**src/rtl/tape_seq_pkg.sv**
```systemverilog
package tape_seq_pkg;

    localparam int CMD_W = 8;

    // status byte bit positions
    localparam int ST_OVR = 7;
    localparam int ST_WEN = 6;
    localparam int ST_WLE = 5;
    localparam int ST_EOF = 4;
    localparam int ST_DTE = 3;
    localparam int ST_BOT = 2;
    localparam int ST_EOT = 1;
    localparam int ST_REW = 0;

    localparam logic [CMD_W-1:0] OPC_WRITE_MARK = 8'h73;

    typedef struct packed {
        logic no_motion;
        logic reverse;
        logic need_wen;
        logic need_att;
    } cmd_attr_t;

    typedef enum logic [2:0] {
        SQ_IDLE  = 3'd0,
        SQ_HOLD  = 3'd1,
        SQ_FETCH = 3'd2,
        SQ_CHECK = 3'd3,
        SQ_EXEC  = 3'd4
    } seq_state_t;

    typedef enum logic [1:0] {
        RES_OK   = 2'd0,
        RES_MARK = 2'd1,
        RES_DERR = 2'd2
    } op_result_t;

    function automatic cmd_attr_t attr_of(input logic [CMD_W-1:0] c);
        cmd_attr_t a;
        a = '0;
        if (!c[7]) begin
            case (c)
                8'h01, 8'h73:                      a = '{no_motion: 1'b0, reverse: 1'b0, need_wen: 1'b1, need_att: 1'b1};
                8'h02, 8'h13, 8'h23, 8'h33,
                8'h43, 8'h53:                      a = '{no_motion: 1'b0, reverse: 1'b0, need_wen: 1'b0, need_att: 1'b1};
                8'h0C, 8'h4B, 8'h5B:               a = '{no_motion: 1'b0, reverse: 1'b1, need_wen: 1'b0, need_att: 1'b1};
                8'h03, 8'h04, 8'h63:               a = '{no_motion: 1'b1, reverse: 1'b0, need_wen: 1'b0, need_att: 1'b0};
                default:                           a = '0;
            endcase
        end
        return a;
    endfunction

endpackage

```
**src/rtl/tape_cmd_decode.sv**
```systemverilog
module tape_cmd_decode
    import tape_seq_pkg::*;
(
    input  logic [CMD_W-1:0] cmd_i,
    output cmd_attr_t        attr_o,
    output logic             valid_o
);
    always_comb begin
        attr_o  = attr_of(cmd_i);
        valid_o = (attr_o != '0);
    end
endmodule

```
**src/rtl/tape_unit_status.sv**
```systemverilog
module tape_unit_status #(
    parameter int NUM_UNITS = 8,
    localparam int UNIT_W   = $clog2(NUM_UNITS)
) (
    input  logic              clk,
    input  logic              rst,
    input  logic [UNIT_W-1:0] wr_idx_i,
    input  logic              clr_i,
    input  logic              set_wle_i,
    input  logic              set_eof_i,
    input  logic              set_dte_i,
    input  logic [UNIT_W-1:0] rd_idx_i,
    output logic [2:0]        rd_bits_o   // {wle, eof, dte}
);
    logic [2:0] bits_q [NUM_UNITS];

    for (genvar u = 0; u < NUM_UNITS; u++) begin : g_unit
        logic hit;
        assign hit = (wr_idx_i == UNIT_W'(u));
        always_ff @(posedge clk) begin
            if (rst) begin
                bits_q[u] <= '0;
            end else if (hit) begin
                // sets take priority over the clear issued in the same cycle
                bits_q[u][2] <= set_wle_i | (bits_q[u][2] & ~clr_i);
                bits_q[u][1] <= set_eof_i | (bits_q[u][1] & ~clr_i);
                bits_q[u][0] <= set_dte_i | (bits_q[u][0] & ~clr_i);
            end
        end
    end

    assign rd_bits_o = bits_q[rd_idx_i];
endmodule

```
**src/rtl/tape_cmd_seq.sv**
```systemverilog
module tape_cmd_seq
    import tape_seq_pkg::*;
#(
    parameter int NUM_UNITS = 8,
    localparam int UNIT_W   = $clog2(NUM_UNITS)
) (
    input  logic                 clk,
    input  logic                 rst,
    input  logic                 start_i,
    input  logic [UNIT_W-1:0]    start_unit_i,
    input  logic                 halt_i,
    input  logic                 cmd_valid_i,
    input  logic [7:0]           cmd_byte_i,
    input  logic                 chain_i,
    input  logic [NUM_UNITS-1:0] attached_i,
    input  logic [NUM_UNITS-1:0] wprot_i,
    input  logic [NUM_UNITS-1:0] bot_i,
    input  logic [NUM_UNITS-1:0] rewinding_i,
    input  logic                 op_done_i,
    input  logic [1:0]           op_result_i,
    input  logic [UNIT_W-1:0]    status_sel_i,
    output logic                 cmd_req_o,
    output logic                 op_start_o,
    output logic [7:0]           op_code_o,
    output logic [UNIT_W-1:0]    op_unit_o,
    output logic                 end_o,
    output logic                 end_unusual_o,
    output logic                 busy_o,
    output logic [7:0]           status_o
);
    seq_state_t        state_q, state_d;
    logic [UNIT_W-1:0] unit_q;
    logic [CMD_W-1:0]  cmd_q;
    logic              op_start_q, end_q, unus_q;

    cmd_attr_t attr;
    logic      cmd_ok;

    tape_cmd_decode u_dec (
        .cmd_i  (cmd_q),
        .attr_o (attr),
        .valid_o(cmd_ok)
    );

    logic att_u, wp_u, bot_u, rew_u;
    assign att_u = attached_i[unit_q];
    assign wp_u  = wprot_i[unit_q];
    assign bot_u = bot_i[unit_q];
    assign rew_u = rewinding_i[unit_q];

    logic halting, in_check, in_exec;
    logic rev_block, att_wait, wlock;
    logic fin, fin_unus, go_exec;
    op_result_t res;

    assign res      = op_result_t'(op_result_i);
    assign halting  = halt_i && (state_q != SQ_IDLE);
    assign in_check = (state_q == SQ_CHECK) && !halt_i;
    assign in_exec  = (state_q == SQ_EXEC) && !halt_i;

    assign rev_block = cmd_ok && attr.reverse && bot_u;
    assign att_wait  = cmd_ok && !rev_block && attr.need_att && !att_u;
    assign wlock     = cmd_ok && !rev_block && !att_wait && attr.need_wen && wp_u;

    always_comb begin
        state_d  = state_q;
        fin      = 1'b0;
        fin_unus = 1'b0;
        go_exec  = 1'b0;
        unique case (state_q)
            SQ_IDLE:  if (start_i) state_d = SQ_HOLD;
            SQ_HOLD:  if (!rew_u) state_d = SQ_FETCH;
            SQ_FETCH: if (cmd_valid_i) state_d = SQ_CHECK;
            SQ_CHECK: begin
                if (!cmd_ok) begin
                    fin = 1'b1;
                end else if (rev_block || wlock) begin
                    fin      = 1'b1;
                    fin_unus = 1'b1;
                end else if (!att_wait) begin
                    go_exec = 1'b1;
                    state_d = SQ_EXEC;
                end
            end
            SQ_EXEC: begin
                if (op_done_i) begin
                    fin      = 1'b1;
                    fin_unus = (res != RES_OK);
                end
            end
            default: state_d = SQ_IDLE;
        endcase
        if (fin) state_d = (!fin_unus && chain_i) ? SQ_FETCH : SQ_IDLE;
        if (halting) begin
            state_d  = SQ_IDLE;
            fin      = 1'b1;
            fin_unus = 1'b1;
            go_exec  = 1'b0;
        end
    end

    always_ff @(posedge clk) begin
        if (rst) begin
            state_q    <= SQ_IDLE;
            unit_q     <= '0;
            cmd_q      <= '0;
            op_start_q <= 1'b0;
            end_q      <= 1'b0;
            unus_q     <= 1'b0;
        end else begin
            state_q    <= state_d;
            op_start_q <= go_exec;
            end_q      <= fin;
            unus_q     <= fin_unus;
            if (state_q == SQ_IDLE && start_i) unit_q <= start_unit_i;
            if (state_q == SQ_FETCH && cmd_valid_i && !halt_i) cmd_q <= cmd_byte_i;
        end
    end

    // status bookkeeping for the served unit
    logic       st_clr, st_wle, st_eof, st_dte;
    logic [2:0] stored;

    assign st_clr = in_check && cmd_ok && !rev_block && !attr.no_motion;
    assign st_wle = in_check && wlock;
    assign st_eof = in_exec && op_done_i &&
                    (res == RES_MARK || (res == RES_OK && cmd_q == OPC_WRITE_MARK));
    assign st_dte = in_exec && op_done_i && (res == RES_DERR);

    tape_unit_status #(.NUM_UNITS(NUM_UNITS)) u_status (
        .clk      (clk),
        .rst      (rst),
        .wr_idx_i (unit_q),
        .clr_i    (st_clr),
        .set_wle_i(st_wle),
        .set_eof_i(st_eof),
        .set_dte_i(st_dte),
        .rd_idx_i (status_sel_i),
        .rd_bits_o(stored)
    );

    always_comb begin
        status_o         = '0;
        status_o[ST_WEN] = attached_i[status_sel_i] & ~wprot_i[status_sel_i];
        status_o[ST_WLE] = stored[2];
        status_o[ST_EOF] = stored[1];
        status_o[ST_DTE] = stored[0];
        status_o[ST_BOT] = bot_i[status_sel_i];
        status_o[ST_REW] = rewinding_i[status_sel_i];
    end

    assign cmd_req_o     = (state_q == SQ_FETCH);
    assign op_start_o    = op_start_q;
    assign op_code_o     = cmd_q;
    assign op_unit_o     = unit_q;
    assign end_o         = end_q;
    assign end_unusual_o = unus_q;
    assign busy_o        = (state_q != SQ_IDLE);
endmodule

```
**config.mk**
```make
export PLATFORM = sky130hd
export DESIGN_NAME = tape_cmd_seq
export DESIGN_NICKNAME = d
export VERILOG_FILES = /design/src/rtl/tape_seq_pkg.sv /design/src/rtl/tape_cmd_decode.sv /design/src/rtl/tape_unit_status.sv /design/src/rtl/tape_cmd_seq.sv
export SDC_FILE = /design/constraint.sdc
export NUM_CORES = 1
export LEC_CHECK = 0
export ABC_AREA = 1
export BUFFER_PORTS_ARGS = -buffer_cell sky130_fd_sc_hd__buf_4
export CAP_MARGIN = 25
export CORE_MARGIN = 2
export CORE_UTILIZATION = 55
export DETAILED_ROUTE_END_ITERATION = 7
export PLACE_DENSITY = 0.83
export SLEW_MARGIN = 20
export SYNTH_ARGS = -nofsm -noshare
export SYNTH_HDL_FRONTEND = slang
export SYNTH_SLANG_ARGS = --single-unit
```
**constraint.sdc**
```tcl
create_clock -name clk -period 3.7 [get_ports clk]
set_input_delay 0.185 -clock clk [delete_from_list [all_inputs] [get_ports clk]]
set_output_delay 0.185 -clock clk [all_outputs]
set_load 0.02 [all_outputs]
```
==> impl_metrics.toml, run 1 <==
[synth]
synth-seq-cells = 41
synth_cell_type_count = 33
syn_inst = 447
seq_area_frac_synth = 0.358
syn_avg_cell_area_um2 = 6.63
synthesis.area_um2 = 2960
yosys_warnings = 0

[pwr]
fin_total_pwr_mw = 1.73
static-leakage-power_nw = 1.69
p_per_area_nw_per_um2 = 476
peakVddDrop_mv = 0.361

[finish]
syn2layout_area_growth_pct = 22.5
fin_cells = 583
finish.utilization = 0.706
final_area_um2 = 3630
final_nets = 567
layout-drive-gt1-share = 0.232
diodes = 0

[outcome]
status = "finished clean"

[critical_path]
setup.worst_path.class = "flip-flop to flip-flop"
worst_path_max_delay_cell = "nand4_2"
setup.worst_path.start_class = "flip-flop"
critPathMaxStageDelay_ns = 0.50
critPathRequiredTime_ns = 3.75
end_kind = "flip-flop"
crit_buf_inv = 0
path_max_fanout = 24
crit_chain = "nand2_1 > nor2_2 > nand2_1 > nand2_2 > nor2_4 > nand2_4 > nor2_4 > nor2_4 > nand4_2 > nand2_1 > a21oi_1"
cp_top_family = "simple AND/OR/NAND/NOR gates"
crit_arrival_ns = 2.44

[global_routing]
antenna_found_initial = 0
grt_pass1_wl_um = 13900
overflow = 0
grt_max_degree = 30
grt_pass1_vias = 3046
grt_use_total = 0.283

[sta]
fmax_mhz = 418
drv_slew = 0
fin_setup_tns_ns = 0
whs_ns = 0.136
relSlewSlack = 0.490
post-route-period-util = 0.647
min_period_ns = 2.39
worstMarginPinSlew_ns = 0.764
rsz0062_at_grt = "false"
setup_viol = 0
finalWorstSetupSlack_ns = 1.31
hold_viol = 0
skew_ns = 0.0102

[floorplanning]
coreArea_um2 = 5140
fp.dieH_um = 77.4
start_util = 0.576
dieArea_um2 = 5990
die_w_um = 77.4
boundaryPins = 79
fp-row-count = 26

[clock_network]
ctsLongestPathBuffers = 2
cts_root_buffer = "clkbuf_8"
holdBufCountCts = 0
postCtsSetupRepairBufs = 0
cts_sinks = 41
cts.clk_slew.worst_paths_ns = 0.09
cts_inserted_buffers = 5
htree_levels = 2
ctsResizeCount = 0
cts_tree = "built"
insertion_delay_ns = 0.30

[placed_design]
place.gp.congestion = 0.897
pre_cts_ws_ns = 1.37
place_inst = 575
dpl.hpwl_um = 6350
placed_area_um2 = 3530
numPortBuffers = 76

[detailed_routing]
wire_per_inst_um = 14.4
vias_per_cell = 5.76
firstDrtPassIters = 6
drt_iter0_drc = 319
drtAntennaViolNets = 0
drt_wl_total_um = 8370
via_count = 3359
remaining_drc_errors = 0

[hold_path]
hp-class = "input pin to flip-flop"

[flow_run]
max-cap-violations = 0
metal layers:
metal	wire (µm)	global-route usage
met1	3430	0.355
met2	4040	0.487
met3	711	0.0547
met4	196	0.0982
met5	0	0
worst paths after layout:
kind,from,to,slack [ns],cells after the start
worst max-delay path,op_code_o[0]$_SDFFE_PP0P_,u_status.bits_q[4][2]$_SDFFCE_PN0P_,1.31,11
worst min-delay path,cmd_byte_i[3],op_code_o[3]$_SDFFE_PP0P_,0.14,3
worst max register to register,op_code_o[0]$_SDFFE_PP0P_,u_status.bits_q[4][2]$_SDFFCE_PN0P_,1.31,11
worst min register to register,op_code_o[2]$_SDFFE_PP0P_,op_code_o[2]$_SDFFE_PP0P_,0.55,2
cells in the final DEF, fill, tap and decap left out, types with 5 or more instances in the layout:
cell type  count
nand2_1      114
buf_4         76
nor2_1        70
o21ai_0       42
a21oi_1       39
inv_1         37
edfxtp_1      24
nand3_1       23
dfxtp_1       17
inv_2          9
clkbuf_8       6
a31oi_1        5
power by group:
group / leakage (nW) / switching, mW / internal (mW)
clock: 0.0492 / 0.166 / 0.152
sequential: 0.391 / 0.0820 / 0.568
combinational: 1.25 / 0.484 / 0.277
total: 1.69 / 0.732 / 0.997
cells in the mapped netlist:
master,count,area share
nor2_2,4,0.0084
buf_1,1,0.0013
o21ai_1,2,0.0034
o211ai_1,1,0.0025
dfxtp_1,17,0.11
a21oi_2,1,0.0030
edfxtp_1,24,0.24
a21oi_1,39,0.066
o21ai_0,42,0.071
nand2_4,4,0.015
nand3_1,23,0.039
nand2_1,114,0.14
inv_2,9,0.011
inv_1,37,0.047
nand4_2,2,0.0084
inv_4,1,0.0021
clkbuf_1,13,0.016
nand4_1,4,0.0084
nand3b_4,1,0.0068
nand3_2,4,0.014
nor3_2,1,0.0034
a31oi_1,5,0.011
or2_2,1,0.0021
buf_4,5,0.013
nand2_2,4,0.0084
a221oi_1,1,0.0030
a311oi_1,1,0.0030
nor2_1,70,0.089
o221ai_1,4,0.012
conb_1,1,0.0013
o22ai_1,4,0.0084
nor2_4,4,0.015
nor3_1,3,0.0051
cell type report:
type                       count  area [µm²]
clock inverter                 2        12.5
multi-input combinational    341        1640
tap                           70        87.6
sequential                    41        1060
fill                         478        1510
clock buffer                   6        82.6
inverter                      47         179
timing repair buffer          76         571
registers in the layout, indices dropped and copies added (netlist names):
name	count
op_code_o	8
u_status.bits_q	24
end_o	1
state_q	3
op_unit_o	3
op_start_o	1
end_unusual_o	1
worst register-to-register path: stages (launching register included):
cell	delay (ns)
dfxtp_1	0.47
nand2_1	0.13
nor2_2	0.18
nand2_1	0.12
nand2_2	0.11
nor2_4	0.05
nand2_4	0.09
nor2_4	0.05
nor2_4	0.12
nand4_2	0.50
nand2_1	0.25
a21oi_1	0.08
cell families (layout without fill, tap and decap cells):
group	Yosys count	count (layout)	synth area share
and+or+nand+nor	239	239	0.367
AOI/OAI and AO/OA	100	100	0.183
buffers and inverters	66	131	0.0908
DFF	41	41	0.358
other	1	2	0.00127
Note: power is estimated with default switching activity, not from simulation.
==> run 2, diff against run 1 <==
--- a/config.mk
+++ b/config.mk
@@ -9,9 +9,9 @@
 export BUFFER_PORTS_ARGS = -buffer_cell sky130_fd_sc_hd__buf_4
 export CAP_MARGIN = 25
 export CORE_MARGIN = 2
-export CORE_UTILIZATION = 55
+export CORE_UTILIZATION = 48
 export DETAILED_ROUTE_END_ITERATION = 7
-export PLACE_DENSITY = 0.83
+export PLACE_DENSITY = 0.77
 export SLEW_MARGIN = 20
 export SYNTH_ARGS = -nofsm -noshare
 export SYNTH_HDL_FRONTEND = slang
==> constraint.sdc (replaced) <==
create_clock -name clk -period 2.2 [get_ports clk]
set_input_delay 0.11 -clock clk [delete_from_list [all_inputs] [get_ports clk]]
set_output_delay 0.11 -clock clk [all_outputs]
set_load 0.02 [all_outputs]
==> run 2 against run 1 <==
Setup slack got worse by 1.1 ns; global-route usage fell by 3.0 points; non-clock buffer count rose by 7; largest cell class unchanged; clock power rose by 58%; total power rose by 68%; die area rose by 14%; combinational power rose by 76%; final cell count rose by 2.1%; sequential cell count did not move; highest routed layer unchanged; register-to-register slack got worse by 1.1 ns; worst hold slack got worse by 0.061 ns.
==> impl_metrics.toml, run 2 (synthesized netlist as in run 1, its figures left out) <==
[outcome]
status = "finished clean"

[pwr]
p_sw_frac = 0.425
combPwrFrac = 0.461
p_per_area_nw_per_um2 = 788
static-leakage-power_nw = 1.73
p_clk_frac = 0.173
seq_power_share = 0.366
switchingPower_mw = 1.24
peakVddDrop_mv = 0.455
power.internal_mw = 1.67

[clock_network]
holdBufCountCts = 0
cts.clk_slew.worst_paths_ns = 0.08
ctsResizeCount = 0
ctsLongestPathBuffers = 2
cts_inserted_buffers = 5
cts_tree = "built"
htree_levels = 2
postCtsSetupRepairBufs = 0
cts_root_buffer = "clkbuf_8"
cts_sinks = 41
insertion_delay_ns = 0.30

[critical_path]
cp_top_family = "simple AND/OR/NAND/NOR gates"
crit_buf_inv = 2
worst_path_max_delay_cell = "dfxtp_1"
crit_chain = "inv_1 > nand2_1 > nor2_2 > nand3_1 > o21ai_1 > nor2_4 > nor2_4 > nand4_2 > buf_12 > nand2_1 > a21oi_1"
path_max_fanout = 24
crit_arrival_ns = 2.03
critPathRequiredTime_ns = 2.23
setup.worst_path.start_class = "flip-flop"
setup.worst_path.class = "flip-flop to flip-flop"
critPathMaxStageDelay_ns = 0.34
end_kind = "flip-flop"

[detailed_routing]
wire_per_inst_um = 14.1
remaining_drc_errors = 0
vias_per_cell = 5.47
firstDrtPassIters = 5
drt_iter0_drc = 318
via_count = 3256
drtAntennaViolNets = 0
drt_wl_total_um = 8380

[placed_design]
place.gp.congestion = 0.892
dpl.hpwl_um = 6380
pre_cts_ws_ns = 0.215
numPortBuffers = 76

[global_routing]
grt_max_degree = 27
antenna_found_initial = 0
grt_use_total = 0.253
grt_pass1_vias = 2875
grt_pass1_wl_um = 13200
overflow = 0

[finish]
regMostFlops = "u_status.bits_q"
layout-drive-gt1-share = 0.242
final_nets = 574
diodes = 0
syn2layout_area_growth_pct = 24.6
final_common_cell = "nand2_1"
fillers = 567
final_cell_mix = "114 x nand2_1, 82 x buf_4, 70 x nor2_1"
ff_latch_area_um2 = 1060
multi_input_area_um2 = 1640
largest_reg_flops = 24

[sta]
setup_viol = 0
drv_slew = 0
rsz0062_at_grt = "false"
hold_viol = 0
worstMarginPinSlew_ns = 0.675
skew_ns = 0.0107
post-route-period-util = 0.908
fin_setup_tns_ns = 0
min_period_ns = 2.00
fmax_mhz = 501
relSlewSlack = 0.550
finalWorstSetupSlack_ns = 0.203

[floorplanning]
fp.dieH_um = 82.6
dieArea_um2 = 6810
fp-row-count = 28
boundaryPins = 79
coreArea_um2 = 5960
start_util = 0.497
die_w_um = 82.6

[hold_path]
hp-class = "input pin to flip-flop"

[flow_run]
max-cap-violations = 0
[run 2: layout make-up]
cell class / instances / area share
timing repair buffer: 83 / 0.172
tap: 75 / 0.0254
sequential: 41 / 0.287
clock buffer: 5 / 0.0186
multi-input combinational: 341 / 0.443
inverter: 47 / 0.0485
clock inverter: 3 / 0.00475
[run 2: worst paths after layout]
check / startpoint / to / slack, ns / depth (start not counted)
max: op_code_o[7]$_SDFFE_PP0P_ / u_status.bits_q[5][1]$_DFFE_PP_ / 0.20 / 11
min: cmd_byte_i[0] / op_code_o[0]$_SDFFE_PP0P_ / 0.07 / 3
max reg2reg: op_code_o[7]$_SDFFE_PP0P_ / u_status.bits_q[5][1]$_DFFE_PP_ / 0.20 / 11
min reg2reg: op_code_o[2]$_SDFFE_PP0P_ / op_code_o[2]$_SDFFE_PP0P_ / 0.53 / 2
[run 2: power groups by stage]
stage	registers, mW	logic, mW	clock network, mW
floorplan	1.10	0.876	0
global placement	1.08	1.31	0
CTS	1.06	1.34	0.504
finish	1.07	1.34	0.503
detailed placement	1.08	1.33	0
global route	1.08	1.49	0.539
[run 2: worst register-to-register path: cells and delay by family (launching register included)]
family | cells | cell delay [ns]
compound gates | 2 | 0.35
flops | 1 | 0.34
buf+inv | 2 | 0.34
simple gates | 7 | 0.69
[run 2: per-stage QoR]
step                      area [µm²]  utilization  cells  total power, mW  hold slack [ns]
final                           3690        0.620    595             2.91           0.0749
after global routing            3690        0.620    595             3.12           0.0962
after CTS                       3690        0.620    595             2.90           0.0758
after detailed placement        3600        0.605    587             2.41            0.384
after global placement          3600        0.605    587             2.39            0.370
after floorplan                 2970            -    448             1.97            0.277
[run 2: routing by layer]
metal,track usage,vias up,routed length (µm)
met5,0,-,0
met4,0.0803,0,163
met3,0.0435,18,554
met2,0.431,147,4060
met1,0.326,1475,3600
li1,-,1616,-
==> run 3, diff against run 2 <==
--- a/config.mk
+++ b/config.mk
@@ -11,7 +11,7 @@
 export CORE_MARGIN = 2
 export CORE_UTILIZATION = 48
 export DETAILED_ROUTE_END_ITERATION = 7
-export PLACE_DENSITY = 0.77
+export PLACE_DENSITY_LB_ADDON = 0.05
 export SLEW_MARGIN = 20
 export SYNTH_ARGS = -nofsm -noshare
 export SYNTH_HDL_FRONTEND = slang
==> run 3 against run 2 <==
Register-to-register slack better by 0.07 ns; core utilization is 0.46 points higher; routed wire length is 0.81% higher; clock power grew 26%; total power is 4.6% higher; first-iteration DRC count increased by 3.1%; setup slack improved by 0.065 ns; count of clock-buffer cells in the layout unchanged; fmax increased by 3.4%; die area did not move; largest power group unchanged; highest routed layer unchanged.
==> impl_metrics.toml, run 3 (synthesized netlist as in run 1, its figures left out) <==
[outcome]
status = "finished clean"

[flow_run]
max-cap-violations = 0

[pwr]
peakVddDrop_mv = 0.645
p_per_area_nw_per_um2 = 818
fin_total_pwr_mw = 3.04
static-leakage-power_nw = 1.74

[placed_design]
numPortBuffers = 76
place_inst = 587
dpl.hpwl_um = 6500
place.gp.congestion = 0.951

[clock_network]
ctsLongestPathBuffers = 2
postCtsSetupRepairBufs = 0
insertion_delay_ns = 0.30
cts_inserted_buffers = 5
cts_sinks = 41
cts_tree = "built"
htree_levels = 2
cts_root_buffer = "clkbuf_8"
cts.clk_slew.worst_paths_ns = 0.08

[global_routing]
grt_pass1_vias = 2983
grt_pass1_wl_um = 14000
antenna_found_initial = 0
grt_use_total = 0.267
grt_max_degree = 27
overflow = 0

[hold_path]
hp-class = "input pin to flip-flop"
min_to = "op_code_o[3]$_SDFFE_PP0P_"
hold_depth = 3
worstHoldStart = "cmd_byte_i[3]"

[floorplanning]
start_util = 0.497
boundaryPins = 79
coreArea_um2 = 5960
fp-row-count = 28
fp.dieH_um = 82.6
die_w_um = 82.6
dieArea_um2 = 6810

[sta]
fin_setup_tns_ns = 0
drv_slew = 0
rsz0062_at_grt = "false"
setup_viol = 0
skew_ns = 0.0108
post-route-period-util = 0.878
hold_viol = 0
worstMarginPinSlew_ns = 0.690
relSlewSlack = 0.539
fmax_mhz = 518
min_period_ns = 1.93

[critical_path]
rrSetupSlack_ns = 0.27
worst_path_max_delay_cell = "dfxtp_2"
critPathRequiredTime_ns = 2.34
crit_buf_inv = 2
rr_worst_depth = 10
crit_arrival_ns = 2.07
path_max_fanout = 10
end_kind = "flip-flop"
reg2reg_from = "op_unit_o[0]$_SDFFE_PP0P_"
setup.worst_path.start_class = "flip-flop"
crit_chain = "inv_4 > nor2_2 > nand2_1 > nand2_1 > inv_2 > nand3_2 > nand2_4 > nand2_4 > nand4_2 > a21oi_1"
setup.worst_path.class = "flip-flop to flip-flop"
critPathMaxStageDelay_ns = 0.49
cp_top_family = "simple AND/OR/NAND/NOR gates"
rr_endpoint = "u_status.bits_q[0][2]$_DFFE_PP_"

[detailed_routing]
firstDrtPassIters = 5
vias_per_cell = 5.43
wire_per_inst_um = 14.2
remaining_drc_errors = 0
drt_wl_total_um = 8450
via_count = 3231
drtAntennaViolNets = 0
drt_iter0_drc = 328

[finish]
layout-drive-gt1-share = 0.246
final_common_cell = "nand2_1"
final_nets = 574
largest_reg_flops = 24
diodes = 0
syn2layout_area_growth_pct = 25.6
final_cell_mix = "114 x nand2_1, 82 x buf_4, 70 x nor2_1"
regMostFlops = "u_status.bits_q"
fin_cells = 595
==> run 3: cell types whose count changed in the layout (fill, tap and decap cells not counted) <==
cell,previous run,this run
clkinv_2,1,0
clkinv_1,1,0
clkinv_4,1,0
bufinv_16,0,1
dfxtp_2,0,1
dfxtp_1,17,16
clkinvlp_2,0,1
inv_6,0,1
==> run 3: worst min-delay path, cell delays in order <==
cell	delay, ns
buf_4	0.07
o21ai_0	0.07
nor2_1	0.07
==> run 3: per-stage QoR <==
stage | instance area [µm²] | setup WS (ns) | hold slack, ns | util
floorplan | 2970 | 0.298 | 0.277 | -
global placement | 3600 | 0.175 | 0.362 | 0.605
detailed placement | 3600 | 0.144 | 0.374 | 0.605
CTS | 3720 | 0.113 | 0.0629 | 0.624
global route | 3720 | 0.0757 | 0.114 | 0.624
finish | 3720 | 0.268 | 0.0626 | 0.624
==> run 3: timing repair <==
item,CTS,global route
hold buffers,0,0
gates resized for setup,0,1
endpoints found under the setup margin,0,11
==> run 3: layout make-up <==
type	count	area (µm²)
well taps	75	93.8
fillers	578	2240
inverters	47	179
repair buffers	83	636
multi-input cells	341	1640
flip-flops and latches	41	1060
clock inverters	3	43.8
clock buffers	5	68.8
==> run 3: worst max path at each step <==
stage	from	to	slack [ns]	cells past startpoint
finish	op_unit_o[0]$_SDFFE_PP0P_	u_status.bits_q[0][2]$_DFFE_PP_	0.27	10
global route	op_unit_o[1]$_SDFFE_PP0P_	end_unusual_o$_SDFF_PP0_	0.08	13
CTS	op_unit_o[0]$_SDFFE_PP0P_	u_status.bits_q[0][2]$_DFFE_PP_	0.11	10
detailed placement	op_unit_o[0]$_SDFFE_PP0P_	state_q[1]$_SDFFE_PP0P_	0.14	15
global placement	op_unit_o[0]$_SDFFE_PP0P_	state_q[1]$_SDFFE_PP0P_	0.17	15
floorplan	op_code_o[0]$_SDFFE_PP0P_	u_status.bits_q[0][0]$_DFFE_PP_	0.30	12
==> run 3: where the power goes <==
part | switching [mW] | total (mW) | internal, mW | leakage [nW]
Clock | 0.292 | 0.632 | 0.340 | 0.0547
Sequential | 0.115 | 1.07 | 0.956 | 0.391
Combinational | 0.845 | 1.34 | 0.496 | 1.29
Total | 1.25 | 3.04 | 1.79 | 1.74
==> run 3: routing by layer <==
metal,up-vias,track usage,part of all wire
met5,-,0,0
met4,0,0.0705,0.018
met3,13,0.0380,0.066
met2,135,0.473,0.50
met1,1472,0.339,0.42
li1,1611,-,-
